--- config.mk ---
export PLATFORM = sky130hd
export DESIGN_NAME = dmr_adder
export DESIGN_NICKNAME = d
export VERILOG_FILES = /design/src/rtl/dmr_adder_pkg.sv /design/src/rtl/dmr_adder_lane.sv /design/src/rtl/dmr_adder_opnd.sv /design/src/rtl/dmr_adder_ctrl.sv /design/src/rtl/dmr_adder.sv
export SDC_FILE = /design/constraint.sdc
export NUM_CORES = 1
export LEC_CHECK = 0
export CORE_MARGIN = 2
export CORE_UTILIZATION = 47
export DETAILED_ROUTE_END_ITERATION = 8
export PLACE_DENSITY = 0.79
export REMOVE_ABC_BUFFERS = 1
export SKIP_LAST_GASP = 1
export SYNTH_ARGS = -nofsm -noshare
export SYNTH_HDL_FRONTEND = slang
export SYNTH_SLANG_ARGS = --single-unit
export TNS_END_PERCENT = 20
--- constraint.sdc ---
create_clock -name clk -period 7.45 [get_ports clk]
set_clock_uncertainty 0.15 [all_clocks]
set_input_delay 1.49 -clock clk [delete_from_list [all_inputs] [get_ports clk]]
set_output_delay 1.49 -clock clk [all_outputs]
set_load 0.02 [all_outputs]
--- src/rtl/dmr_adder_pkg.sv ---
package dmr_adder_pkg;
    typedef enum logic [2:0] {
        ST_PAIR,
        ST_CHECK,
        ST_SOLO_PRIME,
        ST_SOLO_SPARE,
        ST_HALT
    } unit_state_e;

    localparam int LANE_PRIME = 0;
    localparam int LANE_SPARE = 1;
    localparam int NUM_LANES  = 2;
endpackage

--- src/rtl/dmr_adder_lane.sv ---
module dmr_adder_lane #(
    parameter int WIDTH = 32
) (
    input  logic [WIDTH-1:0] x_i,
    input  logic [WIDTH-1:0] y_i,
    input  logic             cin_i,
    input  logic [WIDTH-1:0] force_hi_i,
    input  logic [WIDTH-1:0] force_lo_i,
    output logic [WIDTH-1:0] sum_o
);
    logic [WIDTH-1:0] raw_sum;

    assign raw_sum = x_i + y_i + {{(WIDTH-1){1'b0}}, cin_i};
    // stuck-at fault model on the lane output
    assign sum_o   = (raw_sum | force_hi_i) & ~force_lo_i;
endmodule

--- src/rtl/dmr_adder_opnd.sv ---
module dmr_adder_opnd #(
    parameter int WIDTH = 32
) (
    input  logic [WIDTH-1:0] op_a_i,
    input  logic [WIDTH-1:0] op_b_i,
    input  logic             op_sub_i,
    input  logic             recompute_i,
    output logic [WIDTH-1:0] x_o,
    output logic [WIDTH-1:0] y_o,
    output logic             cin_o
);
    logic [WIDTH-1:0] y_norm;

    // subtraction: a + ~b + 1
    assign y_norm = op_sub_i ? ~op_b_i : op_b_i;

    // recompute: ~x + ~y + ~cin == ~(x + y + cin)
    assign x_o   = recompute_i ? ~op_a_i  : op_a_i;
    assign y_o   = recompute_i ? ~y_norm  : y_norm;
    assign cin_o = recompute_i ? ~op_sub_i : op_sub_i;
endmodule

--- src/rtl/dmr_adder_ctrl.sv ---
module dmr_adder_ctrl
    import dmr_adder_pkg::*;
#(
    parameter int WIDTH   = 32,
    parameter int PERSIST = 3
) (
    input  logic             clk,
    input  logic             rst_n,
    input  logic             op_valid_i,
    input  logic [WIDTH-1:0] sum_prime_i,
    input  logic [WIDTH-1:0] sum_spare_i,
    output logic             recompute_o,
    output logic             busy_o,
    output logic             irq_o,
    output logic             res_valid_o,
    output logic [WIDTH-1:0] res_data_o,
    output unit_state_e      state_o
);
    localparam int CNT_W = $clog2(PERSIST + 1);
    localparam logic [CNT_W-1:0] LAST_RETRY = CNT_W'(PERSIST - 1);

    unit_state_e      state_q, state_d;
    logic [CNT_W-1:0] miss_cnt_q;
    logic [WIDTH-1:0] norm_prime_q, norm_spare_q;
    logic             flag_prime_q, flag_spare_q;
    logic             mismatch, accept;
    logic             bad_prime, bad_spare, flag_prime_d, flag_spare_d;

    assign mismatch  = (sum_prime_i != sum_spare_i);
    // valid only in CHECK, where lanes carry the recomputed sums
    assign bad_prime = (norm_prime_q != ~sum_prime_i);
    assign bad_spare = (norm_spare_q != ~sum_spare_i);
    assign flag_prime_d = flag_prime_q | bad_prime;
    assign flag_spare_d = flag_spare_q | bad_spare;
    assign accept    = op_valid_i & ~busy_o;

    // next-state logic
    always_comb begin
        state_d = state_q;
        unique case (state_q)
            ST_PAIR: begin
                if (op_valid_i && mismatch && (miss_cnt_q == LAST_RETRY))
                    state_d = ST_CHECK;
            end
            ST_CHECK: begin
                if (flag_prime_d && !flag_spare_d)
                    state_d = ST_SOLO_SPARE;
                else if (!flag_prime_d && flag_spare_d)
                    state_d = ST_SOLO_PRIME;
                else
                    state_d = ST_HALT;
            end
            ST_SOLO_PRIME, ST_SOLO_SPARE, ST_HALT: state_d = state_q;
            default: state_d = ST_HALT;
        endcase
    end

    // state register and fault bookkeeping
    always_ff @(posedge clk or negedge rst_n) begin
        if (!rst_n) begin
            state_q      <= ST_PAIR;
            miss_cnt_q   <= '0;
            norm_prime_q <= '0;
            norm_spare_q <= '0;
            flag_prime_q <= 1'b0;
            flag_spare_q <= 1'b0;
        end else begin
            state_q <= state_d;
            if (state_q == ST_PAIR) begin
                if (op_valid_i && mismatch) begin
                    miss_cnt_q   <= miss_cnt_q + CNT_W'(1);
                    norm_prime_q <= sum_prime_i;
                    norm_spare_q <= sum_spare_i;
                end else if (accept) begin
                    miss_cnt_q <= '0;
                end
            end
            if (state_q == ST_CHECK) begin
                flag_prime_q <= flag_prime_d;
                flag_spare_q <= flag_spare_d;
                miss_cnt_q   <= '0;
            end
        end
    end

    // combinational outputs
    always_comb begin
        recompute_o = (state_q == ST_CHECK);
        irq_o       = (state_q == ST_HALT);
        unique case (state_q)
            ST_PAIR:  busy_o = op_valid_i & mismatch;
            ST_CHECK: busy_o = 1'b1;
            default:  busy_o = 1'b0;
        endcase
    end

    // registered result
    always_ff @(posedge clk or negedge rst_n) begin
        if (!rst_n) begin
            res_valid_o <= 1'b0;
            res_data_o  <= '0;
        end else begin
            res_valid_o <= accept;
            if (accept) begin
                unique case (state_q)
                    ST_PAIR, ST_SOLO_PRIME: res_data_o <= sum_prime_i;
                    ST_SOLO_SPARE:          res_data_o <= sum_spare_i;
                    default:                res_data_o <= '0;
                endcase
            end
        end
    end

    assign state_o = state_q;
endmodule

--- src/rtl/dmr_adder.sv ---
module dmr_adder
    import dmr_adder_pkg::*;
#(
    parameter int WIDTH   = 32,
    parameter int PERSIST = 3
) (
    input  logic             clk,
    input  logic             rst_n,
    input  logic             op_valid,
    input  logic             op_sub,
    input  logic [WIDTH-1:0] op_a,
    input  logic [WIDTH-1:0] op_b,
    input  logic [WIDTH-1:0] prime_force_hi,
    input  logic [WIDTH-1:0] prime_force_lo,
    input  logic [WIDTH-1:0] spare_force_hi,
    input  logic [WIDTH-1:0] spare_force_lo,
    output logic             busy,
    output logic             res_valid,
    output logic [WIDTH-1:0] res_data,
    output logic             irq
);
    logic [WIDTH-1:0] lane_x, lane_y;
    logic             lane_cin, recompute;
    logic [NUM_LANES-1:0][WIDTH-1:0] force_hi, force_lo, lane_sum;
    unit_state_e      unit_state;

    assign force_hi[LANE_PRIME] = prime_force_hi;
    assign force_lo[LANE_PRIME] = prime_force_lo;
    assign force_hi[LANE_SPARE] = spare_force_hi;
    assign force_lo[LANE_SPARE] = spare_force_lo;

    dmr_adder_opnd #(.WIDTH(WIDTH)) opnd_i (
        .op_a_i      (op_a),
        .op_b_i      (op_b),
        .op_sub_i    (op_sub),
        .recompute_i (recompute),
        .x_o         (lane_x),
        .y_o         (lane_y),
        .cin_o       (lane_cin)
    );

    for (genvar g = 0; g < NUM_LANES; g++) begin : g_lane
        dmr_adder_lane #(.WIDTH(WIDTH)) lane_i (
            .x_i        (lane_x),
            .y_i        (lane_y),
            .cin_i      (lane_cin),
            .force_hi_i (force_hi[g]),
            .force_lo_i (force_lo[g]),
            .sum_o      (lane_sum[g])
        );
    end

    dmr_adder_ctrl #(.WIDTH(WIDTH), .PERSIST(PERSIST)) ctrl_i (
        .clk         (clk),
        .rst_n       (rst_n),
        .op_valid_i  (op_valid),
        .sum_prime_i (lane_sum[LANE_PRIME]),
        .sum_spare_i (lane_sum[LANE_SPARE]),
        .recompute_o (recompute),
        .busy_o      (busy),
        .irq_o       (irq),
        .res_valid_o (res_valid),
        .res_data_o  (res_data),
        .state_o     (unit_state)
    );
endmodule

### Word-level counts from Yosys, hierarchy flattened

Index checks and enable logic that the tools add are counted.
Widths: inputs -> output; s select.

| word-level totals | value |
|---|---|
| register bits | 104 |
| input port bits | 196 |
| output and inout bits | 35 |
| word-level logic and storage cells | 66 |

| operators by class | value |
|---|---|
| add/sub/neg operators | 3 |
| eq/ne operators | 9 |
| multiplexer cells | 14 |
| bitwise operators | 18 |
| reductions and logical operators | 14 |

Operators by type and width:

| kind | number |
|---|---|
| $not 32->32 | 7 |
| $mux 32 | 3 |
| $ne 32x32->1 | 3 |
| $and 32x32->32 | 2 |
| $or 32x32->32 | 2 |
| $pmux 32 s2 | 1 |
| $add 32x1->32 | 1 |
| $add 32x32->32 | 1 |
| $mux 3 | 3 |
| $pmux 3 s3 | 1 |
| $mux 2 | 4 |
| $eq 3x2->1 const B | 2 |
| $reduce_and 2->1 | 3 |
| $logic_and 1x1->1 | 4 |
| $eq 3x1->1 const B | 1 |
| $eq 3x3->1 const B | 1 |
| $logic_not 3->1 | 1 |
| $not 1->1 | 3 |
| $reduce_bool 3->1 | 1 |
| $reduce_or 3->1 | 1 |
| $add 2x1->2 const B | 1 |
| $and 1x1->1 | 2 |
| $eq 2x2->1 const B | 1 |
| $logic_not 1->1 | 2 |
| 6 further kinds | 7 |

### Depth between registers and ports, before layout

| depth | value |
|---|---|
| depth in word-level cells | 17 |
| mapped depth | 23 |
| depth with buffers taken out | 21 |

### Hierarchy

A second synthesis with hierarchy kept.

| unflattened totals | value |
|---|---|
| cells, all modules | 1,193 |
| area, all modules | 11,187.0 µm² |

By module, submodules not included:

| module | instances | cells an instance | area each (µm²) | seq. area each (µm²) |
|---|---|---|---|---|
| dmr_adder_ctrl | 1 | 411 | 5,321.4 | 2,602.5 |
| dmr_adder_lane | 2 | 353 | 2,358.5 | 0.0 |
| dmr_adder_opnd | 1 | 76 | 1,148.6 | 0.0 |

### Worst setup path after synthesis

No wires, ideal clock.

| timing path | value |
|---|---|
| path kind | input port to output port |
| start point | input op_sub |
| end point | output busy |
| data arrival time | 6.183 ns |
| required time | 5.810 ns |
| setup slack | -0.373 ns |
| stages on the path | 20 |
| buffers on the path | 5 |
| cells stage by stage | buf_4 -> xor2_1 -> clkbuf_1 -> xnor2_1 -> ha_1 -> buf_2 -> a21o_1 -> a211oi_1 -> a21oi_2 -> a221o_1 -> a2111oi_0 -> a211o_1 -> xor2_1 -> a2111oi_2 -> nand4_1 -> or4_4 -> nand2_1 -> buf_4 -> buf_4 -> nand2_1 |

| on the way | value |
|---|---|
| word-level cells in the longest chain between the ends | 10 |
| elaborated cells between the ends (all ways) | 14 |
| those cells by class | add/sub (2); eq/ne (1); mux (4); bitwise (7) |

RTL lines:

| element | line | source |
|---|---|---|
| from (decl) | dmr_adder.sv:10 | `input logic op_sub,` |
| $mux 32 | dmr_adder_opnd.sv:15 | `assign y_norm = op_sub_i ? ~op_b_i : op_b_i;` |
| $not 32->32 | dmr_adder_opnd.sv:19 | `assign y_o = recompute_i ? ~y_norm : y_norm;` |
| $mux 32 | dmr_adder_opnd.sv:19 |  |
| $add 32x32->32 | dmr_adder_lane.sv:13 | `assign raw_sum = x_i + y_i + {{(WIDTH-1){1'b0}}, cin_i};` |
| $add 32x1->32 * | dmr_adder_lane.sv:13 |  |
| $or 32x32->32 | dmr_adder_lane.sv:15 | `assign sum_o = (raw_sum \| force_hi_i) & ~force_lo_i;` |
| $and 32x32->32 | dmr_adder_lane.sv:15 |  |
| $ne 32x32->1 * | dmr_adder_ctrl.sv:29 | `assign mismatch = (sum_prime_i != sum_spare_i);` |
| $and 1x1->1 * | dmr_adder_ctrl.sv:91 | `ST_PAIR: busy_o = op_valid_i & mismatch;` |
| $pmux 1 s2 * | dmr_adder_ctrl.sv:90 | `unique case (state_q)` |
| to (decl) | dmr_adder.sv:17 | `output logic busy,` |

Mark *: on every way between the ends. The rest lies on a longest branch, timed or not.

### Worst setup path after layout

Same ends and word-level chain as after synthesis.

==> impl_metrics.csv <==
group,metric,value,unit
finish,final_cell_mix,"clkdlybuf4s50_1 (224), buf_4 (219), xnor2_1 (126), dfrtp_1 (104), inv_1 (74)",
cts,cts_buffers,9,
worst_hold_path,hp-start,"ctrl_i.res_data_o[11]$_DFFE_PN0P_",
logic_synthesis,synth-seq-area-share,26.93,%
finish,drive_above_1_share,27.67,%
detailed_routing,finalWirelength,32660,um
setup_path,path_class,"primary input to output port",
power_and_ir_drop,p_comb_share,61.3,%
global_routing,antenna_found_initial,0,
logic_synthesis,synth_top_cell_by_area,"dfrtp_1",
power_and_ir_drop,ir_drop,145.7,uV
finish,num_antenna_cells,0,
power_and_ir_drop,power_switching,1.412,mW
floorplan,die_x,147.4,um
global_routing,grt_overflow,0,
worst_hold_path,hold_depth,1,
worst_hold_path,holdPathEnd,"ctrl_i.res_data_o[11]$_DFFE_PN0P_",
power_and_ir_drop,p_clk_share,12.6,%
detailed_routing,detail_route.wl_per_cell,18.45,um
placed_design,place_congestion,0.9185,
setup_path,cp.depth,20,
cts,cts_tree,"yes",
finish,final_common_cell,"clkdlybuf4s50_1",
detailed_routing,antenna_left,0,
logic_synthesis,syn_inst,1074,
finish,final_nets,1724,
logic_synthesis,syn_avg_cell_area,9.000,um^2
setup_path,worst_path_most_repeated_cell,"buf_6",
cts,worstSkewPairLatency,0.35,ns
floorplan,rows,52,
sta,slew_headroom,33.92,%
detailed_routing,via_count,9906,
setup_path,worst_setup_path_start_kind,"primary input",
cts,clkSlewWorstSetupHoldPaths,0.07,ns
sta,finalSetupViolCount,0,
cts,cts_sinks,104,
setup_path,critical_path.max_stage_delay,0.55,ns
logic_synthesis,synth_ff_type,"dfrtp_1",
placed_design,hpwl,25730,um
floorplan,core_area,20230,um^2
finish,final_cell_count_no_fill,1770,
power_and_ir_drop,p_int,2.164,mW
sta,worstMarginPinSlew,0.9912,ns
global_routing,grt.busiest_layer,"met2",
setup_path,rr_worst_depth,20,
logic_synthesis,synth_area_leaders,"dfrtp_1 (27%), xnor2_1 (12%), mux2_2 (4.7%)",
power_and_ir_drop,power_density,245.0,nW/um^2
placed_design,numPortBuffers,230,
global_routing,use_met1,36.53,%
global_routing,grt_use_total,29.22,%
setup_path,required,5.81,ns
sta,holdWs,0.3573,ns
setup_path,end_kind,"output port",
power_and_ir_drop,p_leak,6.523,nW
sta,fmax,136.3,MHz
logic_synthesis,synthArstFlopShare,100.0,%
finish,syn_to_final_growth,50.99,%
power_and_ir_drop,swShare,39.48,%
detailed_routing,drt-initial-drc-count,763,
global_routing,grt_pass1_wl,50600,um
detailed_routing,drt-vias-per-instance,5.597,
sta,hold_viol_final,0,
logic_synthesis,ys_seq_elements,104,
logic_synthesis,synth_edf_count,0,
global_routing,grt_pass1_vias,10040,
setup_path,crit_arrival,5.70,ns
cts,htree_levels,3,
global_routing,grt_max_degree,67,
setup_path,critical_path.max_fanout,6,
floorplan,ios,231,
sta,drv_slew,0,
cts,cts.path.max_buffers,2,
floorplan,die_area,21730,um^2
power_and_ir_drop,seqPwrFrac,26.2,%
detailed_routing,drt_first_pass_iters,7,
floorplan,die_h,147.4,um
logic_synthesis,synth_top_area_share,26.93,%
placed_design,pre_cts_slack,-0.8802,ns
floorplan,start_util,47.77,%
run,max_cap_viol_count,0,
logic_synthesis,yosys.cell_types.count,80,
logic_synthesis,yosys_warnings,0,
worst_hold_path,hp-class,"register to register",
setup_path,r2r-start,"ctrl_i.state_o[2]$_DFFE_PN0P_",
setup_path,slowest_stage,"or4_4",
cts,cts-root-buf,"clkbuf_16",
global_routing,grt.met2_usage,51.00,%
sta,layout_setup_ws,0.1132,ns
detailed_routing,remaining_drc_errors,0,
setup_path,path_cells,"buf_6 -> xor2_4 -> buf_6 -> clkbuf_16 -> buf_12 -> xnor2_1 -> ha_2 -> nand4_1 -> buf_4 -> or3_4 -> nor3_4 -> a2111oi_2 -> a211o_1 -> xor2_1 -> a2111oi_4 -> nand4_1 -> or4_4 -> nand2_4 -> nand2_2 -> buf_6",
sta,period_share,98.48,%
status,status,"complete, no violations",
setup_path,path_delay_family,"simple AND/OR/NAND/NOR gates",
setup_path,r2r_end,"ctrl_i.norm_prime_q[25]$_DFFE_PN0P_",
sta,post-route-min-period,7.337,ns
setup_path,cp_num_buf_inv,6,
placed_design,dp_cells,1733,
global_routing,use_met3,5.494,%
logic_synthesis,netlist_area,9666,um^2
setup_path,rrSetupSlack,1.03,ns
-- cells by family (layout without fill, tap and decap cells) --
logic type | Yosys count | after routing | synth area share (%)
AO/OA/AOI/OAI | 289 | 289 | 20.67
XOR/XNOR | 170 | 170 | 15.64
adder cells (fa/ha/maj) | 33 | 33 | 4.349
buffers and inverters | 124 | 550 | 5.864
flip-flops | 104 | 104 | 26.93
multiplexers | 103 | 103 | 12.69
AND/OR/NAND/NOR | 251 | 251 | 13.86
-- power by group through the flow --
stage	Sequential (mW)	Clock (mW)	Combinational [mW]
finish	0.936	0.449	2.19
global placement	0.926	0	1.99
floorplan	0.975	0	1.13
CTS	0.933	0.454	2.08
detailed placement	0.940	0	2.04
global route	0.958	0.476	2.34
-- worst max path at each step --
stage	start	end	slack [ns]
4_1_cts	op_sub	busy	0.004
5_1_grt	op_sub	busy	-0.06
3_3_place_gp	op_sub	busy	-0.72
6_report	op_sub	busy	0.11
2_1_floorplan	op_sub	busy	-3.16
3_5_place_dp	op_sub	busy	-0.88
-- per-stage QoR --
| step | util (%) | total power, mW | TNS, ns | instance area, um^2 |
|---|---|---|---|---|
| finish | 72.12 | 3.576 | 0 | 14590 |
| global route | 72.12 | 3.779 | -0.05643 | 14590 |
| CTS | 69.58 | 3.470 | 0 | 14080 |
| detailed placement | 67.37 | 2.980 | -4.561 | 13630 |
| global placement | 67.37 | 2.918 | -0.7235 | 13630 |
| floorplan | - | 2.108 | -141.49 | 9380 |
-- metal layers --
metal	wire, um	share of wire (%)
met1	13310	41
met2	15960	49
met3	2342	7.2
met4	1040	3.2
met5	0	0
-- cell type report --
| class | count | area, um^2 |
|---|---|---|
| clock buffer | 12 | 246.5 |
| clock inverter | 4 | 30.03 |
| fill | 1488 | 5640 |
| inverter | 75 | 281.5 |
| multi-input combinational | 846 | 6947 |
| sequential | 104 | 2603 |
| tap | 270 | 337.8 |
| timing repair buffer | 459 | 4149 |
-- flip-flops by register name, summed over array words and instances, names as in the netlist --
signal               count
ctrl_i.miss_cnt_q        2
ctrl_i.norm_prime_q     32
ctrl_i.res_data_o       32
ctrl_i.norm_spare_q     32
ctrl_i.res_valid_o       1
ctrl_i.state_o           3
ctrl_i.flag_prime_q      1
ctrl_i.flag_spare_q      1
-- synth_stat cells, drive strengths merged (5+ instances only) --
cell     number
a2111oi       7
a211o         6
a211oi       11
a21o         12
a21oi        74
a221oi        5
a22o         15
a311oi        6
a31oi         9
and2          5
buf          23
clkbuf       26
dfrtp       104
ha           32
inv          75
mux2         69
mux2i        34
nand2        56
nand2b        8
nand3        21
nand4        26
nor2         47
nor2b        18
nor3         20
nor4         11
o211ai        5
o21a          7
o21ai        51
o21ba         6
o21bai       20
o22ai        13
o311a         6
o31ai         8
or3           7
or4           6
xnor2       133
xor2         36
-- timing repair --
item,in CTS,in global routing
cloned,1,2
pin swaps,14,36
hold buffers,0,0
setup endpoints to repair,1,1
resized for setup,34,74
endpoints found under the hold margin,0,0
buffers inserted,3,15
(Power assumes the default switching activity.)
